$ cat src/rtl/flag_unit.sv
module flag_unit #(
  parameter int XLEN = 64
) (
  input  logic            clk,
  input  logic            rst_n,
  input  logic            upd,
  input  logic [XLEN-1:0] src_a,
  input  logic [XLEN-1:0] src_b,
  input  logic            src_b_ok,
  input  logic [XLEN-1:0] imm,
  input  logic            imm_ok,
  input  logic [XLEN-1:0] res,
  input  logic            inv_a,
  input  logic            is_add,
  input  logic            ca_en,
  input  logic            ov_en,
  input  logic            rec_en,
  input  logic            divov_ok,
  input  logic            divov,
  input  logic            ca_done,
  input  logic            ca32_done,
  output logic            ca_q,
  output logic            ca32_q,
  output logic            ov_q,
  output logic            ov32_q,
  output logic            so_q,
  output logic [3:0]      crf_q
);
  localparam int H = XLEN / 2;

  logic [XLEN-1:0] a_eff, op2;
  logic            op2_ok, op3_ok;
  logic            ca_new, ca32_new, ca32_cmp, ov_sgn, ov32_sgn;
  logic            ov_upd, ov_new, ov32_new, so_next;
  logic            r_neg, r_zero, r_pos;

  assign a_eff  = inv_a ? ~src_a : src_a;
  assign op2    = src_b_ok ? src_b : imm;
  assign op2_ok = src_b_ok | imm_ok;
  assign op3_ok = src_b_ok & imm_ok;

  assign ca_new = (a_eff > res) | (op2_ok & (op2 > res)) | (op3_ok & (imm > res));

  assign ca32_cmp = (a_eff[H-1:0] > res[H-1:0])
                  | (op2_ok & (op2[H-1:0] > res[H-1:0]))
                  | (op3_ok & (imm[H-1:0] > res[H-1:0]));
  assign ca32_new = is_add ? (res[H] ^ a_eff[H] ^ (op2_ok & op2[H])) : ca32_cmp;

  assign ov_sgn   = (a_eff[XLEN-1] == op2[XLEN-1]) & (res[XLEN-1] != a_eff[XLEN-1]);
  assign ov32_sgn = (a_eff[H-1] == op2[H-1]) & (res[H-1] != a_eff[H-1]);

  assign ov_upd   = ov_en & (divov_ok | op2_ok);
  assign ov_new   = divov_ok ? divov : ov_sgn;
  assign ov32_new = divov_ok ? divov : ov32_sgn;
  assign so_next  = so_q | (ov_upd & ov_new);

  assign r_neg  = res[XLEN-1];
  assign r_zero = (res == '0);
  assign r_pos  = ~r_neg & ~r_zero;

  always_ff @(posedge clk) begin
    if (!rst_n) begin
      ca_q   <= 1'b0;
      ca32_q <= 1'b0;
      ov_q   <= 1'b0;
      ov32_q <= 1'b0;
      so_q   <= 1'b0;
      crf_q  <= 4'b0;
    end else if (upd) begin
      if (ca_en && !ca_done)   ca_q   <= ca_new;
      if (ca_en && !ca32_done) ca32_q <= ca32_new;
      if (ov_upd) begin
        ov_q   <= ov_new;
        ov32_q <= ov32_new;
        so_q   <= so_next;
      end
      if (rec_en) crf_q <= {r_neg, r_pos, r_zero, so_next};
    end
  end

  p_idle_hold_r1: assert property (@(posedge clk) disable iff (!rst_n)
    !upd |=> $stable({ca_q, ca32_q, ov_q, ov32_q, so_q, crf_q}));

  p_ca_suppress_r5: assert property (@(posedge clk) disable iff (!rst_n)
    upd && ca_done |=> $stable(ca_q));

  p_ca32_suppress_r5: assert property (@(posedge clk) disable iff (!rst_n)
    upd && ca32_done |=> $stable(ca32_q));

  p_divov_r7: assert property (@(posedge clk) disable iff (!rst_n)
    upd && ov_en && divov_ok |=> (ov_q == $past(divov)) && (ov32_q == $past(divov)));

  p_single_hold_r7: assert property (@(posedge clk) disable iff (!rst_n)
    upd && ov_en && !divov_ok && !src_b_ok && !imm_ok |=> $stable({ov_q, ov32_q, so_q}));

  p_so_sticky_r8: assert property (@(posedge clk) disable iff (!rst_n)
    so_q |=> so_q);

  p_cr_so_r9: assert property (@(posedge clk) disable iff (!rst_n)
    upd && rec_en |=> (crf_q[0] == so_q) && $onehot(crf_q[3:1]));

  p_ov_gate_r10: assert property (@(posedge clk) disable iff (!rst_n)
    upd && !ov_en |=> $stable({ov_q, ov32_q, so_q}));

  p_ca_gate_r10: assert property (@(posedge clk) disable iff (!rst_n)
    upd && !ca_en |=> $stable({ca_q, ca32_q}));
endmodule

$ cat config.mk
export PLATFORM = sky130hd
export DESIGN_NAME = flag_unit
export DESIGN_NICKNAME = d
export VERILOG_FILES = /design/src/rtl/flag_unit.sv
export SDC_FILE = /design/constraint.sdc
export NUM_CORES = 1
export LEC_CHECK = 0
export CAP_MARGIN = 20
export CORE_MARGIN = 3
export CORE_UTILIZATION = 40
export CTS_CLUSTER_SIZE = 12
export DETAILED_ROUTE_END_ITERATION = 12
export PLACE_DENSITY = 0.8
export SYNTH_ARGS = -nofsm -noshare
export SYNTH_HDL_FRONTEND = slang
export SYNTH_SLANG_ARGS = --single-unit
$ cat constraint.sdc
create_clock -name clk -period 4.3 [get_ports clk]
set_input_delay 0.86 -clock clk [delete_from_list [all_inputs] [get_ports clk]]
set_output_delay 0.86 -clock clk [all_outputs]
set_load 0.05 [all_outputs]
Yosys cells after proc, flatten, opt, wreduce, memory -nomap -nowiden
Index checks and enable logic that the tools add are counted.
{ "totals": {"wordCells": 53, "mem_bits_rw": 0, "input_bits": 270, "n_memories": 0, "register_bits": 9, "latchBits": 0, "romBits": 0} }
{ "classes": {"n_shift": 0, "magnitude_cmp": 6, "reduce_logical": 9, "add_sub_neg": 0, "n_bitwise": 23, "n_mul": 0, "mux": 5, "div": 0, "n_eq_ne": 4} }
{ "ops": {"columns": ["cell", "n"], "rows": [
  ["> comparator 64 bit", 3],
  ["two-way mux 64 bit", 2],
  ["> comparator 32 bit", 3],
  ["zero test 64 bit", 1],
  ["NOT 64 bit", 1],
  ["AND 1 bit", 11],
  ["AND reduction 2 bit", 4],
  ["OR 1 bit", 7],
  ["two-way mux 1 bit", 3],
  ["equality test 1 bit", 2],
  ["logical AND 1 bit", 2],
  ["zero test 1 bit", 2],
  ["!= test 1 bit", 2],
  ["NOT 1 bit", 2],
  ["XOR 1 bit", 2]
]} }

Depth between registers and ports, before layout
{ "logic_depth": {"word_depth": 7, "ltp_mapped": 12, "ltp_nobuf": 9} }

Worst setup path after synthesis
OpenSTA, ideal clock, no wires.
{ "synth_timing": {"kind": "input to register", "startpoint": "in src_b_ok", "endpoint": "reg ca_q", "t_arrival_ps": 4116, "path_stages": 12, "path_slack_ps": 110, "t_required_ps": 4226, "setup_time_ps": 74, "cell_sequence": "clkbuf_1 > clkbuf_1 > clkbuf_1 > mux2_2 > ha_1 > nand4_1 > or4_4 > or4b_4 > a311oi_2 > a2111oi_1 > o22a_1 > a31oi_1"} }
{ "synth_via": {"elab_chain_len": 5, "word_cells_on_any_way": 8, "classes_between": "order compare: 1; mux: 1; bitwise: 6"} }
{ "synth_lines": {"columns": ["element", "line_no", "rtl"], "rows": [
  ["start, declared", "9", "input logic src_b_ok,"],
  ["two-way mux 64 bit", "38", "assign op2 = src_b_ok ? src_b : imm;"],
  ["> comparator 64 bit", "42", "assign ca_new = (a_eff > res) | (op2_ok & (op2 > res)) | (op3_ok & (imm > res));"],
  ["AND 1 bit", "42", null],
  ["OR 1 bit", "42", null],
  ["OR 1 bit (*)", "42", null],
  ["end signal, assigned", "70", "if (ca_en && !ca_done) ca_q <= ca_new;"],
  ["end, declared", "22", "output logic ca_q,"]
]} }
Mark *: on every way between the ends. The rest lies on a longest branch, timed or not.
A chain may end at the register's enable or synchronous reset.

Final worst setup path
Ends and elaborated chain as after synthesis.

==> Flow_metrics.wiki <==
{| class="wikitable"
! Metric !! Value
|-
| Aggregate negative setup slack || 0 ps
|-
| Global-route wire length before repair || between 30,000 and 40,000 um
|-
| Syn Area/Cell || 8.12 sq um
|-
| Worst min-delay path category || reg2reg
|-
| Clock edge transition at the registers on the reported setup and hold paths || 40 ps
|-
| Top cell types by occurrence after synthesis || ha_1, a21oi_1, inv_1, xor2_1, mux2_2
|-
| TritonCTS clock tree || done
|-
| Max_slew headroom || 53.9%
|-
| Final critical-path share of the clock period || 89.0%
|-
| Worst R2R Path Depth || 2
|-
| Layout filler cell count || about 1,400
|-
| Total I/O pin count || 279
|-
| Number of I/O port buffers || between 200 and 300
|-
| Shortest clock period the worst path allows after layout || 3830 ps
|-
| Peak ir drop on the vdd network || 0.131 mV
|-
| Net count after synthesis || 1,236
|-
| Cell Area, Placed || 9310 sq um
|-
| Post-synth design cell area || 6280 sq um
|-
| Crit Reg-Reg Startpoint || so_q$_SDFFE_PN0P_
|-
| P_leak || 4.36 nW
|-
| Synth-to-Final Area Change || 49.5%
|-
| Result of the run || complete, no violations
|-
| # Max-Cap Violations || 0
|-
| Element type at the critical path start || input port
|-
| Post-Layout Inst Area || 9390 sq um
|-
| Root Buffer || clkbuf_16
|-
| Inserted Clock Buffers || 3
|-
| Die Span X || 131 um
|-
| Peak Freq || 261 MHz
|-
| Sort of element at the end of the critical path || flop
|-
| Initial cell density of the core || ~41%
|-
| Maximum number of buffers from clock root to sink || 2
|-
| Layout cells sized above 1 || 7.27%
|-
| # setup viols final || 0
|-
| Share of flip-flops with an asynchronous set or reset after synthesis || 0%
|-
| Required time of the critical path || 4470 ps
|-
| Area inside the core boundary || 15,300 sq um
|-
| Cell with the most instances after synthesis || ha_1
|-
| Level count of the clock H-tree || 1
|-
| RSZ-0062 raised after global routing || no
|-
| Number of global-route vias before repair || 7,222
|-
| DP Worst Slack || roughly 260 ps
|-
| Overall track demand over capacity in global routing || 26.1%
|-
| #FFs+latches synth || 9
|-
| Chip Height || between 100 and 150 um
|-
| Cell type contributing the most total cell area after synthesis || ha_1
|-
| Iteration-0 DRC Markers || 327
|-
| Total die area || 17,300 sq um
|-
| Number of enable flip-flop cells after synthesis || 0
|-
| Clk Latency, worst-skew pair || roughly 240 ps
|-
| Post-DP HPWL || 20,900 um
|-
| Hold violation count in the final report || 0
|-
| Net count reported at finish || 1,508
|-
| Resized cells post-CTS || 0
|-
| Register-to-register setup slack || 3620 ps
|-
| Sequential cell area fraction in the yosys report || 2.87%
|-
| Number of hold buffers added after cts || 0
|-
| Detailed-route wire length || roughly 23,000 um
|-
| Critical path arrival || approximately 4000 ps
|-
| Number of max-slew violations in the final report || 0
|-
| Number of diodes || 0
|-
| Buffers inserted during post-CTS setup optimization || 0
|-
| Worst Path Max Fanout || 54
|-
| Post-route worst setup slack || 471 ps
|-
| Gpl congestion || 0.927
|-
| Antenna-violating nets left || 0
|-
| Destination of the worst hold path || crf_q[1]$_SDFFE_PN0P_
|-
| Drt via density || 5.50
|-
| Number of rows in the core area || 45
|-
| Cell types with the largest area share after synthesis || ha_1, mux2_2, xor2_1, a21oi_1, inv_1
|-
| Number of DRC violations after detailed routing || 0
|-
| Number of instances in the synthesized netlist || 774
|-
| Dominant synthesized flop cell || dfxtp_1
|-
| Type of the setup path with the least slack || in2reg
|-
| Antenna violations before repair || 0
|-
| Number of stages on the worst hold path || 2
|-
| Final clock skew || 0.0526 ps
|-
| Detailed-route wire length per cell || 18.5 um
|-
| Total number of yosys warnings || 0
|-
| Power per Cell Area || 130 nW/um^2
|-
| Sink count of the clock tree || 9
|-
| GRT Residual Overflow || 0
|-
| Maximum number of pins on one net before global-route repair || 55
|-
| Fraction of post-synthesis cell area in the top cell type by area || between 30% and 40%
|-
| Total vias in the final route || 6,910
|-
| RR Endpoint || crf_q[0]$_SDFFE_PN0P_
|-
| Initial DRT Pass Iterations || 5
|-
| Number of distinct library cells after synthesis || 51
|-
| Tightest Pin Transition || 685 ps
|-
| Worst min-delay path startpoint || crf_q[1]$_SDFFE_PN0P_
|}
flip-flops by register name, indices dropped and copies added (netlist names):
register,flops
ov_q,1
so_q,1
ov32_q,1
ca_q,1
ca32_q,1
crf_q,4
stage by stage:
stage	hold WS [ps]	utilization (%)	instances	power, mW
after floorplan	673	-	774	0.610
after global placement	444	60.8	1252	1.02
after detailed placement	453	60.8	1252	1.04
after CTS	458	61.3	1256	1.23
after global routing	475	61.3	1256	1.35
final	456	61.3	1256	1.22
worst max-delay path, stage by stage:
cell and delay (ps):
buf_2 370, buf_12 320, mux2_2 380, ha_1 290, and4_1 210, nor4b_1 320, or4b_4 540, a311oi_2 220
a2111oi_1 90, o22a_1 190, a31oi_1 140
metal layers:
layer / wire, um / track usage (%)
met1: 10000 / 32.6
met3: 1470 / 4.52
met2: 11000 / 45.9
met4: 690 / 7.35
met5: 0 / 0
report_power, final:
group	internal, mW	switching (mW)	total (mW)
sequential	0.0879	0.00214	0.0900
combinational	0.515	0.447	0.962
clock	0.125	0.0474	0.172
final cells by class:
cell class                      count  area [sq um]  share of cell area, %
Multi-Input combinational cell    676          5770                   61.4
Timing Repair Buffer              283          2830                   30.1
Inverter                           73           274                   2.92
Tap cell                          211           264                   2.81
Sequential cell                     9           180                   1.92
Clock buffer                        4          78.8                  0.839
placed cells by master (no fill, tap or decap), types with 3 or more instances in the layout:
cell	count
clkdlybuf4s50_1	276
ha_1	192
a21oi_1	75
inv_1	73
xor2_1	63
mux2_2	62
nand2_1	48
nand4_1	37
a21o_1	25
nor4_1	24
o21ai_0	20
nand3_1	16
nor2_1	15
nor3_1	9
dfxtp_1	9
o21ai_1	8
a221oi_1	8
nor2b_1	8
and4_1	8
a31oi_1	6
a211oi_1	5
buf_4	5
xnor2_1	4
or3_1	3
nand2b_1	3
a2111oi_0	3
and2_1	3
clkbuf_16	3
cells by family after synthesis:
logic type | after synthesis | synth area share (%)
fa+ha+maj | 192 | 38.2
xor+xnor | 67 | 9.34
buf+inv | 89 | 5.32
simple gates | 182 | 15.9
compound gates | 171 | 16.9
mux | 64 | 11.4
flops | 9 | 2.87
how the worst max path moves through the flow:
stage | cells after the start | slack [ps] | to | from
CTS | 11 | 490 | ca_q$_SDFFE_PN0P_ | src_b_ok
global route | 11 | 190 | ca_q$_SDFFE_PN0P_ | src_b_ok
detailed placement | 11 | 260 | ca_q$_SDFFE_PN0P_ | src_b_ok
global placement | 11 | 280 | ca_q$_SDFFE_PN0P_ | src_b_ok
finish | 11 | 470 | ca_q$_SDFFE_PN0P_ | src_b_ok
floorplan | 12 | 110 | ca_q$_SDFFE_PN0P_ | src_b_ok
No activity file was read; power rests on OpenSTA's default activity.
